<file path="src/rtl/wdog_pkg.sv">
`timescale 1ns/100ps
package wdog_pkg;

    typedef enum logic [1:0] {
        REG_CTRL    = 2'd0,
        REG_PERIOD  = 2'd1,
        REG_SERVICE = 2'd2,
        REG_STATUS  = 2'd3
    } reg_addr_e;

    typedef struct packed {
        logic fail_en;
        logic nmi_en;
        logic armed;
    } ctrl_t;

    localparam int CTRL_W = $bits(ctrl_t);

    function automatic int cnt_width(input int n);
        return (n > 2) ? $clog2(n) : 1;
    endfunction

endpackage

</file>
<file path="src/rtl/wdog_prescale.sv">
`timescale 1ns/100ps
module wdog_prescale
    import wdog_pkg::*;
#(
    parameter int PRESCALE = 4
) (
    input  logic clk,
    input  logic rst,
    input  logic run,
    input  logic restart,
    output logic tick
);
    localparam int CW = cnt_width(PRESCALE);
    localparam logic [CW-1:0] LAST = CW'(PRESCALE - 1);

    logic [CW-1:0] div_q;

    always_ff @(posedge clk) begin
        if (rst || !run || restart) begin
            div_q <= '0;
        end else if (div_q == LAST) begin
            div_q <= '0;
        end else begin
            div_q <= div_q + 1'b1;
        end
    end

    assign tick = run && !restart && (div_q == LAST);
endmodule

</file>
<file path="src/rtl/wdog_counter.sv">
`timescale 1ns/100ps
module wdog_counter #(
    parameter int PERIOD_W = 16
) (
    input  logic                clk,
    input  logic                rst,
    input  logic                run,
    input  logic                load,
    input  logic                tick,
    input  logic [PERIOD_W-1:0] period,
    output logic                expire
);
    logic [PERIOD_W-1:0] remain_q;
    logic [PERIOD_W-1:0] reload_val;
    logic                last_tick;

    assign reload_val = (period == '0) ? PERIOD_W'(1) : period;
    assign last_tick  = (remain_q <= PERIOD_W'(1));

    always_ff @(posedge clk) begin
        if (rst) begin
            remain_q <= '0;
        end else if (load) begin
            remain_q <= reload_val;
        end else if (tick) begin
            remain_q <= last_tick ? reload_val : remain_q - 1'b1;
        end
    end

    assign expire = run && tick && !load && last_tick;
endmodule

</file>
<file path="src/rtl/wdog_regs.sv">
`timescale 1ns/100ps
module wdog_regs
    import wdog_pkg::*;
#(
    parameter int PERIOD_W = 16,
    parameter logic [PERIOD_W-1:0] INIT_PERIOD = '1
) (
    input  logic                clk,
    input  logic                rst,
    input  logic                bus_sel,
    input  logic                bus_we,
    input  logic [1:0]          bus_addr,
    input  logic [PERIOD_W-1:0] bus_wdata,
    output logic [PERIOD_W-1:0] bus_rdata,
    input  logic                expire,
    output ctrl_t               ctrl,
    output logic [PERIOD_W-1:0] period,
    output logic                timeout,
    output logic                load
);
    logic  wr;
    logic  arm_start;
    logic  kick;
    ctrl_t ctrl_q;
    logic  [PERIOD_W-1:0] period_q;
    logic  timeout_q;

    assign wr        = bus_sel && bus_we;
    assign kick      = wr && (bus_addr == REG_SERVICE);
    assign arm_start = wr && (bus_addr == REG_CTRL) && bus_wdata[0] && !ctrl_q.armed;
    assign load      = kick || arm_start;

    always_ff @(posedge clk) begin
        if (rst) begin
            ctrl_q    <= '0;
            period_q  <= INIT_PERIOD;
            timeout_q <= 1'b0;
        end else begin
            if (wr && bus_addr == REG_CTRL) begin
                ctrl_q.armed   <= ctrl_q.armed | bus_wdata[0];
                ctrl_q.nmi_en  <= bus_wdata[1];
                ctrl_q.fail_en <= bus_wdata[2];
            end
            if (wr && bus_addr == REG_PERIOD) begin
                period_q <= bus_wdata;
            end
            if (expire) begin
                timeout_q <= 1'b1;
            end else if (wr && bus_addr == REG_STATUS && bus_wdata[0]) begin
                timeout_q <= 1'b0;
            end
        end
    end

    always_comb begin
        unique case (reg_addr_e'(bus_addr))
            REG_CTRL:   bus_rdata = PERIOD_W'(ctrl_q);
            REG_PERIOD: bus_rdata = period_q;
            REG_STATUS: bus_rdata = PERIOD_W'(timeout_q);
            default:    bus_rdata = '0;
        endcase
    end

    assign ctrl    = ctrl_q;
    assign period  = period_q;
    assign timeout = timeout_q;
endmodule

</file>
<file path="src/rtl/wdog_unit.sv">
`timescale 1ns/100ps
module wdog_unit
    import wdog_pkg::*;
#(
    parameter int PERIOD_W = 16,
    parameter int PRESCALE = 1024,
    parameter logic [PERIOD_W-1:0] INIT_PERIOD = PERIOD_W'(1000)
) (
    input  logic                clk,
    input  logic                rst,
    input  logic                bus_sel,
    input  logic                bus_we,
    input  logic [1:0]          bus_addr,
    input  logic [PERIOD_W-1:0] bus_wdata,
    output logic [PERIOD_W-1:0] bus_rdata,
    input  logic                reset_strap,
    output logic                wd_reset_req,
    output logic                wd_nmi_req,
    output logic                wd_fail_req
);
    ctrl_t               ctrl;
    logic [PERIOD_W-1:0] period;
    logic                timeout_q;
    logic                load;
    logic                tick;
    logic                expire;
    logic                rst_pulse_q;

    wdog_regs #(.PERIOD_W(PERIOD_W), .INIT_PERIOD(INIT_PERIOD)) u_regs (
        .clk       (clk),
        .rst       (rst),
        .bus_sel   (bus_sel),
        .bus_we    (bus_we),
        .bus_addr  (bus_addr),
        .bus_wdata (bus_wdata),
        .bus_rdata (bus_rdata),
        .expire    (expire),
        .ctrl      (ctrl),
        .period    (period),
        .timeout   (timeout_q),
        .load      (load)
    );

    wdog_prescale #(.PRESCALE(PRESCALE)) u_presc (
        .clk     (clk),
        .rst     (rst),
        .run     (ctrl.armed),
        .restart (load),
        .tick    (tick)
    );

    wdog_counter #(.PERIOD_W(PERIOD_W)) u_cnt (
        .clk    (clk),
        .rst    (rst),
        .run    (ctrl.armed),
        .load   (load),
        .tick   (tick),
        .period (period),
        .expire (expire)
    );

    always_ff @(posedge clk) begin
        if (rst) begin
            rst_pulse_q <= 1'b0;
        end else begin
            rst_pulse_q <= expire && reset_strap;
        end
    end

    assign wd_reset_req = rst_pulse_q;
    assign wd_nmi_req   = timeout_q && ctrl.nmi_en;
    assign wd_fail_req  = timeout_q && ctrl.fail_en;
endmodule

</file>
<file path="config.mk">
export PLATFORM = sky130hd
export DESIGN_NAME = wdog_unit
export DESIGN_NICKNAME = d
export VERILOG_FILES = /design/src/rtl/wdog_pkg.sv /design/src/rtl/wdog_prescale.sv /design/src/rtl/wdog_counter.sv /design/src/rtl/wdog_regs.sv /design/src/rtl/wdog_unit.sv
export SDC_FILE = /design/constraint.sdc
export NUM_CORES = 1
export LEC_CHECK = 0
export BUFFER_PORTS_ARGS = -buffer_cell sky130_fd_sc_hd__buf_2
export CORE_MARGIN = 2
export CORE_UTILIZATION = 55
export CTS_BUF_LIST = sky130_fd_sc_hd__clkbuf_8
export DETAILED_ROUTE_END_ITERATION = 6
export GPL_TIMING_DRIVEN = 0
export PLACE_DENSITY = 0.83
export SYNTH_ARGS = -nofsm -noshare
export SYNTH_HDL_FRONTEND = slang
export SYNTH_HIERARCHICAL = 1
export SYNTH_SLANG_ARGS = --single-unit
</file>
<file path="constraint.sdc">
create_clock -name clk -period 3.75 [get_ports clk]
set_input_delay 0.1875 -clock clk [delete_from_list [all_inputs] [get_ports clk]]
set_output_delay 0.1875 -clock clk [all_outputs]
set_load 0.03 [all_outputs]
</file>
### Yosys cells after proc, flatten, opt, wreduce, memory -nomap -nowiden

Index checks and enable logic that the tools add are counted.

| cells by class | value |
|---|---|
| add/subtract/negate cells | 2 |
| order comparisons | 1 |
| eq/ne operators | 4 |
| mux-type cells | 7 |
| bitwise operators | 1 |
| reduce and logical (&&, ||, !) cells | 26 |

Operators with widths:

| cell | count |
|---|---|
| $mux 16 | 4 |
| $pmux 16 s3 | 1 |
| $le 16x1->1 const B | 1 |
| $logic_and 1x1->1 | 16 |
| $logic_not 16->1 | 1 |
| $sub 16x1->16 const B | 1 |
| $add 10x1->10 const B | 1 |
| $eq 10x10->1 const B | 1 |
| $eq 2x2->1 const B | 2 |
| $reduce_bool 2->1 | 2 |
| $logic_or 1x1->1 | 3 |
| $eq 2x1->1 const B | 1 |
| $logic_not 1->1 | 2 |
| $logic_not 2->1 | 1 |
| $mux 1 | 2 |
| $reduce_or 2->1 | 1 |
| $or 1x1->1 | 1 |

| word-level totals | value |
|---|---|
| flip-flop bits (word level) | 47 |
| output and inout port bits | 19 |
| word-level logic and storage cells | 49 |

### Longest topological paths before layout

Gate-level depths: netlist of the first run.

| depth | value |
|---|---|
| word-level depth | 12 |
| mapped depth | 11 |
| depth with buffers taken out | 9 |

### Hierarchy

The synthesis of the first run kept the hierarchy.

Modules (own cells, without submodules):

| module | instances | cells each | area each (sq um) | sequential area each (sq um) |
|---|---|---|---|---|
| wdog_counter | 1 | 160 | 1242.4 | 320.3 |
| wdog_regs | 1 | 112 | 1052.3 | 400.4 |
| wdog_prescale | 1 | 53 | 454.2 | 200.2 |
| wdog_unit | 1 | 4 | 41.3 | 20.0 |

### Worst setup path after synthesis of the first run

No wires, ideal clock.

| timing path | value |
|---|---|
| path kind | register to register |
| start | register u_presc.div_q[0] |
| end | register u_cnt.remain_q[8] |
| arrival | 2.243 ns |
| required time | 3.618 ns |
| slack | 1.375 ns |
| stages on the path, launching flop included | 10 |
| period minus slack after synthesis | 2.375 ns |
| cell sequence | dfxtp_1 > ha_1 > nand2_2 > or4_4 > nor2_1 > clkbuf_1 > clkbuf_1 > nand3_1 > a221oi_1 > nor3_1 |

| between the ends | value |
|---|---|
| longest elaborated chain between the ends | 3 |

RTL lines:

| what | RTL line | source |
|---|---|---|
| start, declared | wdog_prescale.sv:16 | `logic [CW-1:0] div_q;` |
| start signal, assigned | wdog_prescale.sv:24 | `div_q <= div_q + 1'b1;` |
| $eq 10x10->1 | wdog_prescale.sv:28 | `assign tick = run && !restart && (div_q == LAST);` |
| $logic_and 1x1->1 | wdog_prescale.sv:28 |  |
| net tick | wdog_unit.sv:25 | `logic tick;` |
| $reduce_bool 2->1 (no line) | n/a |  |
| end signal, assigned | wdog_counter.sv:24 | `remain_q <= reload_val;` |
| end signal, assigned | wdog_counter.sv:26 | `remain_q <= last_tick ? reload_val : remain_q - 1'b1;` |
| end, declared | wdog_counter.sv:13 | `logic [PERIOD_W-1:0] remain_q;` |

The timed path passes the listed nets, and every way through them passes these cells.
A chain may end at the register's enable or synchronous reset.

### Final worst setup path of the first run

| timing path | value |
|---|---|
| start | register u_presc.div_q[0] |
| end | register u_regs.timeout_q, in the netlist u_regs/timeout |

| between the ends | value |
|---|---|
| longest elaborated chain between the ends | 6 |
| elaborated cells between the ends (all ways) | 7 |
| classes of those cells | eq/ne: 1; mux: 1; reduce/logical: 5 |

RTL lines:

| what | RTL line | source |
|---|---|---|
| $eq 10x10->1 * | wdog_prescale.sv:28 |  |
| $logic_and 1x1->1 * | wdog_prescale.sv:28 |  |
| net tick | wdog_unit.sv:25 |  |
| $logic_and 1x1->1 * (3 in a row) | wdog_counter.sv:30 | `assign expire = run && tick && !load && last_tick;` |
| net expire | wdog_unit.sv:26 | `logic expire;` |
| $mux 1 / $reduce_bool 2->1 (equally long branches) | n/a |  |
| end signal, assigned | wdog_regs.sv:37 | `timeout_q <= 1'b0;` |
| end signal, assigned | wdog_regs.sv:48 | `timeout_q <= 1'b1;` |
| end signal, assigned | wdog_regs.sv:50 | `timeout_q <= 1'b0;` |
| end, declared | wdog_regs.sv:26 | `logic timeout_q;` |

Mark *: on every way through the listed nets, which the timed path passes. The rest lies on a longest branch.

==> impl_results.md, run 1 <==
- CTS tree: done
- Setup TNS: 0 ns
- All-Layer GR Usage: 0.2596
- Vias: roughly 2600
- Fill cells: 422
- Tightest Pin Transition: 0.7596 ns
- GR Util met3: 0.06560
- WS Path Type: reg -> reg
- Worst Setup Start Kind: flop
- Max-slew headroom: 0.4917
- Die W: 75.23 um
- Crit path required time: approximately 4.0 ns
- Pwr Total: 0.001111 W
- DRC violations left: 0
- Final Non-Filler Cells: around 440
- F_max: 354.0 MHz
- First-pass GRT wire length: 11.17 mm
- TritonCTS Buffers: 5
- Drt total wl: 6.834 mm
- TritonCTS Sinks: 47
- Port bufs: 39
- FF+latch area: between 900 and 1000 sq um
- Worst hold path class: in -> reg
- Maximum number of pins on one net before global-route repair: 15
- Sequential share of the synthesized area: 0.3372
- CP Max Fanout: 10
- Syn Std Cell Area: 2790 sq um
- Synth Flop Type: dfxtp_1
- Max H-tree Level: 2
- Element type at the critical path end: flop
- DIE HEIGHT: 75.23 um
- Pwr/cell area: 350.2 nW/um^2
- Max-slew violations: 0
- Layout Nets: between 400 and 500
- Max-cap violations: 0
- Clock slew at reported path FFs: roughly 0.09 ns
- Root Driver: clkbuf_8
- Crit path time final: 2.825 ns
- Crit-path cells: ha_1 > nand2_2 > or4_4 > nor2_1 > clkbuf_1 > clkbuf_1 > and4_1 > nand4b_1 > o221a_2
- Yosys cell types: 69
- Post-synth EDFFs: 0
- Period utilization: 0.7533
- Top Ports: 42
- Worst R2R Setup Slack: ~0.93 ns
- Post-CTS repair timing setup buffer count: 0
- Total Die Area: 5659 sq um
- Final Hold Viols: 0
- 1st-iter DRT viols: 191
- Routed wire per std cell: about 15 um
- Antenna Nets Post-Route: 0
- Clk_skew: 0.003810 ns
- Placed cells: ~440
- CP arrival: 3.08 ns
- Syn_nets: between 300 and 400
- Most common cell after layout, fill and taps aside: dfxtp_1
- Most frequent cells in the layout: dfxtp_1 (47), buf_2 (40), nor2_1 (40)
- Final setup fails: 0
- Slowest Stage Delay on Critical Path: 0.56 ns
- Hold buffer count at cts: 0
- Clock latency at the later pin of the worst-skew pair: ~0.3 ns
- Status: complete, no violations
- Multi-input gate area: 1715 sq um
- Number of gates resized after CTS: 0
- Critical path's slowest cell: or4_4
- DP HPWL: 4.984 mm
- # diodes: 0
- GP Congestion: 0.9105
- Mean Syn Cell Area: 8.481 sq um
- #FFs+latches synth: 47
- Most used cell, CP: clkbuf_1
- Global routing's busiest layer: met2
- Ys Warns: 6
- Post-Synthesis Cells: 329
- GR met1 Demand/Resource: 0.3361
- Post-synth ARST share: 0
- LEAKAGE: 1.203 nW
- 1st-pass router iterations: 5
- CTS max path bufs: 2
- GR Util met2: 0.4172
- FP Rows: 25
- Share of cells above drive strength 1: 0.1995
- Starting Density: 0.5792
- Maximum VDD drop: 240.2 uV
- RSZ-0062 raised after global routing: false
- Initial antenna violation count: 0
- Core Region: about 4800 sq um
- GR Overflow Total: 0
- Vias in the first global route: 2404
- Area delta synth->final: 13.72%
- Via/cell ratio: ~5.8
## synth_stat cells (all sizes together) (5+ instances only)
cell type	number	share of area
a21oi	12	0.022
and2	17	0.038
buf	5	0.020
clkbuf	12	0.016
dfxtp	47	0.34
inv	9	0.012
mux2i	22	0.079
nand2	15	0.021
nand2b	24	0.055
nand3	14	0.027
nor2	40	0.054
nor3	13	0.027
nor4	9	0.030
o21ai	12	0.022
xnor2	5	0.016
## area by class of cell
| cell class | count | area share |
|---|---|---|
| multi-input combinational | 256 | 0.5406 |
| clock buffer | 7 | 0.03036 |
| buffer | 17 | 0.03155 |
| clock inverter | 1 | 0.002366 |
| tap | 67 | 0.02642 |
| inverter | 9 | 0.01065 |
| timing repair buffer | 39 | 0.06151 |
| sequential | 47 | 0.2965 |
## power breakdown
| group | internal, W | switching [W] | leakage, nW |
|---|---|---|---|
| Sequential | 0.000511 | 0.0000203 | 0.380 |
| Combinational | 0.0000946 | 0.000144 | 0.772 |
| Clock | 0.000168 | 0.000173 | 0.0505 |
## flip-flops by register name (all words and copies together) (netlist names)
signal          flops
u_cnt/remain_q     16
wd_reset_req        1
u_regs/period      16
u_regs/timeout      1
u_presc/div_q      10
u_regs/ctrl         3
## kinds of logic after synthesis
kind of cell / synth area share
and+or+nand+nor: 0.3484
muxes: 0.09103
xor gates and xnor gates: 0.01883
buffers and inverters: 0.04798
adders and majority gates: 0.01345
AOI/OAI and AO/OA: 0.1431
DFF: 0.3372
## final timing paths
kind | from | end | cells after the start
max | u_presc/div_q[0] | u_regs/timeout | 9
min | reset_strap | wd_reset_req | 2
max reg2reg | u_presc/div_q[0] | u_regs/timeout | 9
min reg2reg | u_presc/div_q[0] | u_presc/div_q[0] | 1
## stage by stage
stage	cell area, sq um	worst slack (ns)	utilization	hold slack (ns)
floorplan	2790	1.375	-	0.3422
global placement	3069	0.9909	0.6371	0.4292
detailed placement	3069	0.9808	0.6371	0.4406
CTS	3173	0.9502	0.6587	0.1179
global route	3173	0.7638	0.6587	0.1096
finish	3173	0.9253	0.6587	0.1252
## layer usage
layer,share of wire,vias up
met5,0,-
met4,0.021,0
met3,0.062,19
met2,0.47,89
met1,0.45,1201
li1,-,1276
## worst max-delay path, delay by kind of cell (launching register included)
family | cells | cell delay (ns)
flops | 1 | 0.36
fa+ha+maj | 1 | 0.26
simple gates | 5 | 1.21
buf+inv | 2 | 0.77
compound gates | 1 | 0.18
(Power assumes the default switching activity.)
==> run 2: changes to the inputs <==
- ABC_AREA: default -> 1
- CORE_UTILIZATION: 55 -> 53
- PLACE_DENSITY: 0.83 -> 0.84
- clock period: 3.75 -> 2.3 ns (I/O delays scaled with it)
==> run 2 against run 1 <==
  * Fmax is 31% higher
  * Hold slack worse by 0.12 ns
  * Die area is 0.93% higher
  * Register-to-register slack worse by 0.78 ns
  * Critical path depth is 2 higher
  * Global-route usage is 3.8 points lower
  * Largest cell class unchanged
  * Highest routed layer unchanged
==> impl_results.md, run 2 <==
- Status: complete, no violations
- Maximum VDD drop: 292.9 uV (+22%)
- FF-to-FF End: u_cnt/remain_q[10]
- Worst hold path class: in -> reg
- Antenna Nets Post-Route: 0 (unchanged)
- DP HPWL: 4.557 mm (-8.6%)
- Most frequent cells in the layout: nand2_1 (82), nor2_1 (75), inv_1 (52)
- Synth top cells by count: nand2_1 (82), nor2_1 (75), inv_1 (51)
- Clock slew at reported path FFs: 0.09 ns (about the same)
- Pwr/cell area: 583.9 nW/um^2 (+67%)
- Mean Syn Cell Area: 6.737 sq um (-21%)
- Clock latency at the later pin of the worst-skew pair: 0.30 ns (about the same)
- Initial antenna violation count: 0 (unchanged)
- Post-Synthesis Cells: 403 (+22%)
- CP arrival: 2.36 ns (-0.72 ns)
- All-Layer GR Usage: 0.2217 (-0.03784)
- Vias: 2606 (+0.81%)
- Worst Setup Start Kind: flop
- Top Ports: 42 (unchanged)
- CTS tree: done
- F_max: 464.6 MHz (+31%)
- Placed cells: 514 (+18%)
- Most used cell, CP: nand2_1
- Crit path required time: 2.51 ns (-1.49 ns)
- Period utilization: 0.9358 (+0.1825)
- 1st-pass router iterations: 4 (-1)
- GR Overflow Total: 0 (unchanged)
- Die W: 75.58 um (+0.47%)
- Layout Nets: 477 (+19%)
- TritonCTS Sinks: 47 (unchanged)
- Worst Reg-to-Reg Cells: 11 (+2)
- Core Region: 5010 sq um (+4.0%)
- RSZ-0062 raised after global routing: false
- Post-synth ARST share: 0 (unchanged)
- Root Driver: clkbuf_8
- Total Die Area: 5712 sq um (+0.93%)
- Slowest Stage Delay on Critical Path: 0.40 ns (-0.16 ns)
- Top-count cell post-synth: nand2_1
- Syn Std Cell Area: 2715 sq um (-2.7%)
- Via/cell ratio: 4.992 (-14%)
- Max H-tree Level: 2 (unchanged)
- # diodes: 0 (unchanged)
- Drt total wl: 5.907 mm (-14%)
- Hold buffer count at cts: 0 (unchanged)
- FF+latch area: 940.9 sq um (unchanged)
- DIE HEIGHT: 75.58 um (+0.47%)
- Sequential share of the synthesized area: 0.3465 (+0.009324)
- Final core utilization: 0.6199 (-0.03882)
- Max-slew violations: 0 (unchanged)
- Port bufs: 41 (+5.1%)
- Fill cells: 495 (+17%)
- Max-slew headroom: 0.6677 (+0.1760)
- Worst R2R Setup Slack: 0.15 ns (-0.78 ns)
- Routed wire per std cell: 11.32 um (-27%)
- Final setup fails: 0 (unchanged)
- Critical path's slowest cell: dfxtp_1
- WS Path Type: reg -> reg
- Final Hold Viols: 0 (unchanged)
- 1st-iter DRT viols: 134 (-30%)
- Vias in the first global route: 2298 (-4.4%)
- #FFs+latches synth: 47 (unchanged)
- Most common cell after layout, fill and taps aside: nand2_1
- Synth top area share: 0.3465 (+0.009324)
- Ys Warns: 6 (unchanged)
- Area delta synth->final: 14.38%
- Starting Density: 0.5420 (-0.03726)
- Hold_sp: bus_wdata[6]
- Post-CTS repair timing setup buffer count: 0 (unchanged)
- CTS max path bufs: 2 (unchanged)
- Hold Path Cell Cnt: 3 (+1)
- FP Rows: 26 (+4.0%)
- Multi-input gate area: 1491 sq um (-13%)
- Clk_skew: 0.01017 ns (+0.006356 ns)
- CP Max Fanout: 10 (unchanged)
- Syn_nets: 429 (+21%)
- Max-cap violations: 0 (unchanged)
- Crit-path cells: ha_1 > nand2_1 > nor2_4 > nand3b_4 > nor3_2 > nor2_1 > inv_2 > clkbuf_2 > nand2_1 > o21ai_0 > inv_1
- Area leader, netlist: dfxtp_1
- Post-synth EDFFs: 0 (unchanged)
- Largest cells by area after synthesis: dfxtp_1 (35%), nand2_1 (11%), nor2_1 (10%), inv_1 (7.1%), o21ai_0 (5.2%)
- Share of cells above drive strength 1: 0.2080 (+0.008497)
- First-pass GRT wire length: 9.715 mm (-13%)
- DRC violations left: 0 (unchanged)
- Critical R2R Launch: u_presc/div_q[0]
- Tightest Pin Transition: 0.4967 ns (-0.2630 ns)
- TritonCTS Buffers: 5 (unchanged)
- Maximum number of pins on one net before global-route repair: 15 (unchanged)
- LEAKAGE: 1.473 nW (+22%)
- Crit path time final: 2.152 ns (-0.6724 ns)
- Min-Delay Endpoint: u_regs/period[6]
- Yosys cell types: 34 (-51%)
- Synth Flop Type: dfxtp_1
- GP Congestion: 0.8643 (-5.1%)
- Final Non-Filler Cells: 522 (+18%)
- Element type at the critical path end: flop
run 2: cell count changes after synthesis, sizes merged, moves of 17 or more:
cell,before,now
and2,17,0
inv,9,56
mux2i,22,0
nand2,15,87
nand2b,24,0
nor2,40,90
o21ai,12,35
run 2: cell type report:
cell class	count	area share
Multi-Input combinational cell	291	0.4803
Clock buffer	6	0.02659
Inverter	56	0.06930
Clock inverter	2	0.004029
Timing Repair Buffer	41	0.06608
Buffer	9	0.02256
Sequential cell	47	0.3030
Tap cell	70	0.02820
run 2: routing by layer:
| layer | wire length (um) | global-route usage | vias to the layer above |
|---|---|---|---|
| met1 | 2618 | 0.2674 | 1172 |
| met4 | 58 | 0.07407 | 0 |
| met2 | 2933 | 0.3913 | 71 |
| met3 | 296 | 0.04762 | 6 |
| li1 | - | - | 1357 |
| met5 | 0 | 0 | - |
run 2: worst max-delay path by stage:
stage          cells after the start            endpoint              from  slack, ns
2_1_floorplan                     11   u_cnt/remain_q[8]       bus_addr[0]       0.36
3_3_place_gp                      12   u_cnt/remain_q[1]       bus_addr[0]      -0.23
3_5_place_dp                      12   u_cnt/remain_q[0]       bus_addr[0]      -0.32
4_1_cts                           12   u_cnt/remain_q[1]       bus_addr[0]       0.02
5_1_grt                           11  u_cnt/remain_q[10]  u_presc/div_q[0]      0.006
6_report                          11  u_cnt/remain_q[10]  u_presc/div_q[0]       0.15
run 2: power by group:
group	switching, W	internal, W	total, W
clock	0.000277	0.000242	0.000519
sequential	0.0000288	0.000840	0.000868
combinational	0.000274	0.000152	0.000425
total	0.000580	0.00123	0.00181
run 2: cell families (layout without fill, tap and decap cells):
| kind of cell | after synthesis | count (layout) | synth area share |
|---|---|---|---|
| fa+ha+maj | 3 | 3 | 0.01383 |
| buf+inv | 65 | 114 | 0.1041 |
| flops | 47 | 47 | 0.3465 |
| compound gates | 65 | 65 | 0.1387 |
| simple gates | 213 | 213 | 0.3645 |
| xor+xnor | 10 | 10 | 0.03226 |
run 2: through the flow:
step           setup TNS (ns)  cell area, sq um  total power [W]  hold WS, ns  worst slack (ns)
2_1_floorplan               0              2715         0.001198       0.1774            0.3570
3_3_place_gp           -2.498              3008         0.001296       0.3166           -0.2261
3_5_place_dp           -4.117              3008         0.001307       0.3178           -0.3244
4_1_cts                     0              3104         0.001823    0.0002089           0.01548
5_1_grt                     0              3105         0.001916     0.001642          0.005731
6_report                    0              3105         0.001813     0.007650            0.1477
run 2: timing repair:
item                                    in CTS  in global routing
gates resized for setup                      1                  3
endpoints found under the setup margin       3                 14
hold endpoints to repair                     0                  0
run 2: worst max-delay path, delay by kind of cell, from the launching register on:
family,cells,cell delay (ns)
adders and majority gates,1,0.22
AOI/OAI and AO/OA,1,0.15
and+or+nand+nor,6,0.79
DFF,1,0.40
buffers and inverters,3,0.50
==> run 3: changes to the inputs <==
- HOLD_SLACK_MARGIN: default -> 0.12
==> run 3 against run 2 <==
  * Core utilization is 3.9 points higher
  * Register-to-register slack better by 0.08 ns
  * Combinational power is 7.1% higher
  * Non-clock buffer count is 20 higher
  * Power is 1.8% higher
  * Critical path type unchanged
  * Clock skew is essentially flat
  * Die area unchanged
  * Fmax increased by 3.9%
  * Global-route usage rose by 1.9 points
  * Cell area up 6.3%
  * Clock power is essentially flat
  * Via count increased by 3.8%
==> impl_results.md, run 3 (synthesis results as in run 2) <==
- Die W: 75.58 um (unchanged)
- DIE HEIGHT: 75.58 um (unchanged)
- Top Ports: 42 (unchanged)
- Max-slew violations: 0 (unchanged)
- GR Overflow Total: 0 (unchanged)
- Net Switching: 0.0005910 W (+1.9%)
- Final setup fails: 0 (unchanged)
- Clock power frac: 0.283 (-0.004)
- FP Rows: 26 (unchanged)
- Clk_skew: 0.01033 ns (+0.0001627 ns)
- Max-slew headroom: 0.6646 (-0.003077)
- RSZ-0062 raised after global routing: false
- Hold Path Cell Cnt: 2 (-1)
- TritonCTS Sinks: 47 (unchanged)
- Final Hold Viols: 0 (unchanged)
- Crit path time final: 2.071 ns (-0.08175 ns)
- CP arrival: 2.28 ns (-0.08 ns)
- Port bufs: 41 (unchanged)
- F_max: 483.0 MHz (+3.9%)
- Layout Nets: 497 (+4.2%)
- Worst Reg-to-Reg Cells: 11 (unchanged)
- CTS max path bufs: 2 (unchanged)
- Final core utilization: 0.6588 (+0.03896)
- GP Congestion: 0.8643 (unchanged)
- Sw frac: 0.3203 (+0.0004417)
- # diodes: 0 (unchanged)
- Drt total wl: 6.516 mm (+10%)
- Element type at the critical path end: flop
- Vias: 2705 (+3.8%)
- Initial antenna violation count: 0 (unchanged)
- Cell-internal power: 0.001254 W (+1.7%)
- Crit path required time: 2.51 ns (about the same)
- Logic pwr share: 0.247 (+0.012)
- Clock slew at reported path FFs: 0.09 ns (about the same)
- Vias in the first global route: 2431 (+5.8%)
- Fill cells: 463 (-6.5%)
- Maximum number of pins on one net before global-route repair: 15 (unchanged)
- Core Region: 5010 sq um (unchanged)
- Starting Density: 0.5420 (unchanged)
- Worst Setup Start Kind: flop
- 1st-pass router iterations: 4 (unchanged)
- Worst hold path class: in -> reg
- DRC violations left: 0 (unchanged)
- LEAKAGE: 1.556 nW (+5.6%)
- Clock latency at the later pin of the worst-skew pair: 0.30 ns (about the same)
- Via/cell ratio: 4.991 (about the same)
- WS Path Type: reg -> reg
- CP Max Fanout: 10 (unchanged)
- Setup TNS: 0 ns (unchanged)
- All-Layer GR Usage: 0.2410 (+0.01926)
- Max-cap violations: 0 (unchanged)
- Area delta synth->final: 21.57%
- Most common cell after layout, fill and taps aside: nand2_1
- Root Driver: clkbuf_8
- Period utilization: 0.9003 (-0.03555)
- Fin Hold WS: 0.1294 ns (+0.1218 ns)
- TritonCTS Buffers: 5 (unchanged)
- 1st-iter DRT viols: 158 (+18%)
- Total Die Area: 5712 sq um (unchanged)
- Pwr/cell area: 559.1 nW/um^2 (-4.2%)
- CTS tree: done
- Routed wire per std cell: 12.02 um (+6.2%)
- Status: complete, no violations
- Tightest Pin Transition: 0.5013 ns (+0.004599 ns)
- Antenna Nets Post-Route: 0 (unchanged)
- Share of cells above drive strength 1: 0.2034 (-0.004575)
- Maximum VDD drop: 299.1 uV (+2.1%)
- Max H-tree Level: 2 (unchanged)
- Sequential Power Share: 0.471 (-0.008)
- Most frequent cells in the layout: nand2_1 (82), nor2_1 (75), inv_1 (52)
- DP HPWL: 4.557 mm (unchanged)
- First-pass GRT wire length: 10.49 mm (+8.0%)
## run 3: path summary, 6_finish.rpt
path,start,to,slack [ns]
setup / recovery,u_presc/div_q[0],u_cnt/remain_q[10],0.23
hold / removal,rst,u_cnt/remain_q[13],0.13
setup reg to reg,u_presc/div_q[0],u_cnt/remain_q[10],0.23
hold reg to reg,u_presc/div_q[0],u_presc/div_q[0],0.47
## run 3: critical path, cell delays in order, from the launching register on
cell      delay (ns)
dfxtp_1         0.40
ha_1            0.22
nand2_1         0.10
nor2_4          0.14
nand3b_4        0.13
nor3_2          0.16
nor2_1          0.16
inv_2           0.14
clkbuf_2        0.23
nand2_1         0.09
o21ai_0         0.15
inv_1           0.05
## run 3: timing repair
item                                    in CTS  in global routing
hold buffers                                18                  0
endpoints found under the hold margin       20                  0
endpoints found under the setup margin       3                 14
resized for setup                            1                  3
setup buffers                                0                  2
## run 3: area by class of cell
| cell class | count | area, sq um | area share |
|---|---|---|---|
| sequential | 47 | 940.9 | 0.2851 |
| tap | 70 | 87.58 | 0.02654 |
| clock inverter | 2 | 12.51 | 0.003791 |
| inverter | 56 | 215.2 | 0.06520 |
| buffer | 9 | 70.07 | 0.02123 |
| timing repair buffer | 61 | 400.4 | 0.1213 |
| clock buffer | 6 | 82.58 | 0.02502 |
| multi-input combinational | 291 | 1491 | 0.4519 |
## run 3: per-stage QoR
stage / worst slack [ns] / cells / cell area, sq um / total power [W]
after detailed placement: -0.3244 / 514 / 3008 / 0.001307
after floorplan: 0.3570 / 403 / 2715 / 0.001198
final: 0.2294 / 542 / 3301 / 0.001845
after global placement: -0.2261 / 514 / 3008 / 0.001296
after global routing: 0.09764 / 542 / 3301 / 0.001946
after CTS: 0.02280 / 540 / 3284 / 0.001845
## run 3: metal layers
layer  vias up  global-route usage  share of wire
met4         0             0.07018         0.0089
met2        65              0.4406           0.52
met5         -                   0              0
met1      1235              0.2821           0.43
met3         6             0.05159          0.047
li1       1399                   -              -
## run 3: power by group through the flow
stage / Sequential, W / Clock, W / Combinational [W]
2_1_floorplan: 0.000878 / 0 / 0.000320
3_3_place_gp: 0.000886 / 0 / 0.000411
3_5_place_dp: 0.000887 / 0 / 0.000420
4_1_cts: 0.000868 / 0.000532 / 0.000445
5_1_grt: 0.000872 / 0.000560 / 0.000515
6_report: 0.000868 / 0.000522 / 0.000455
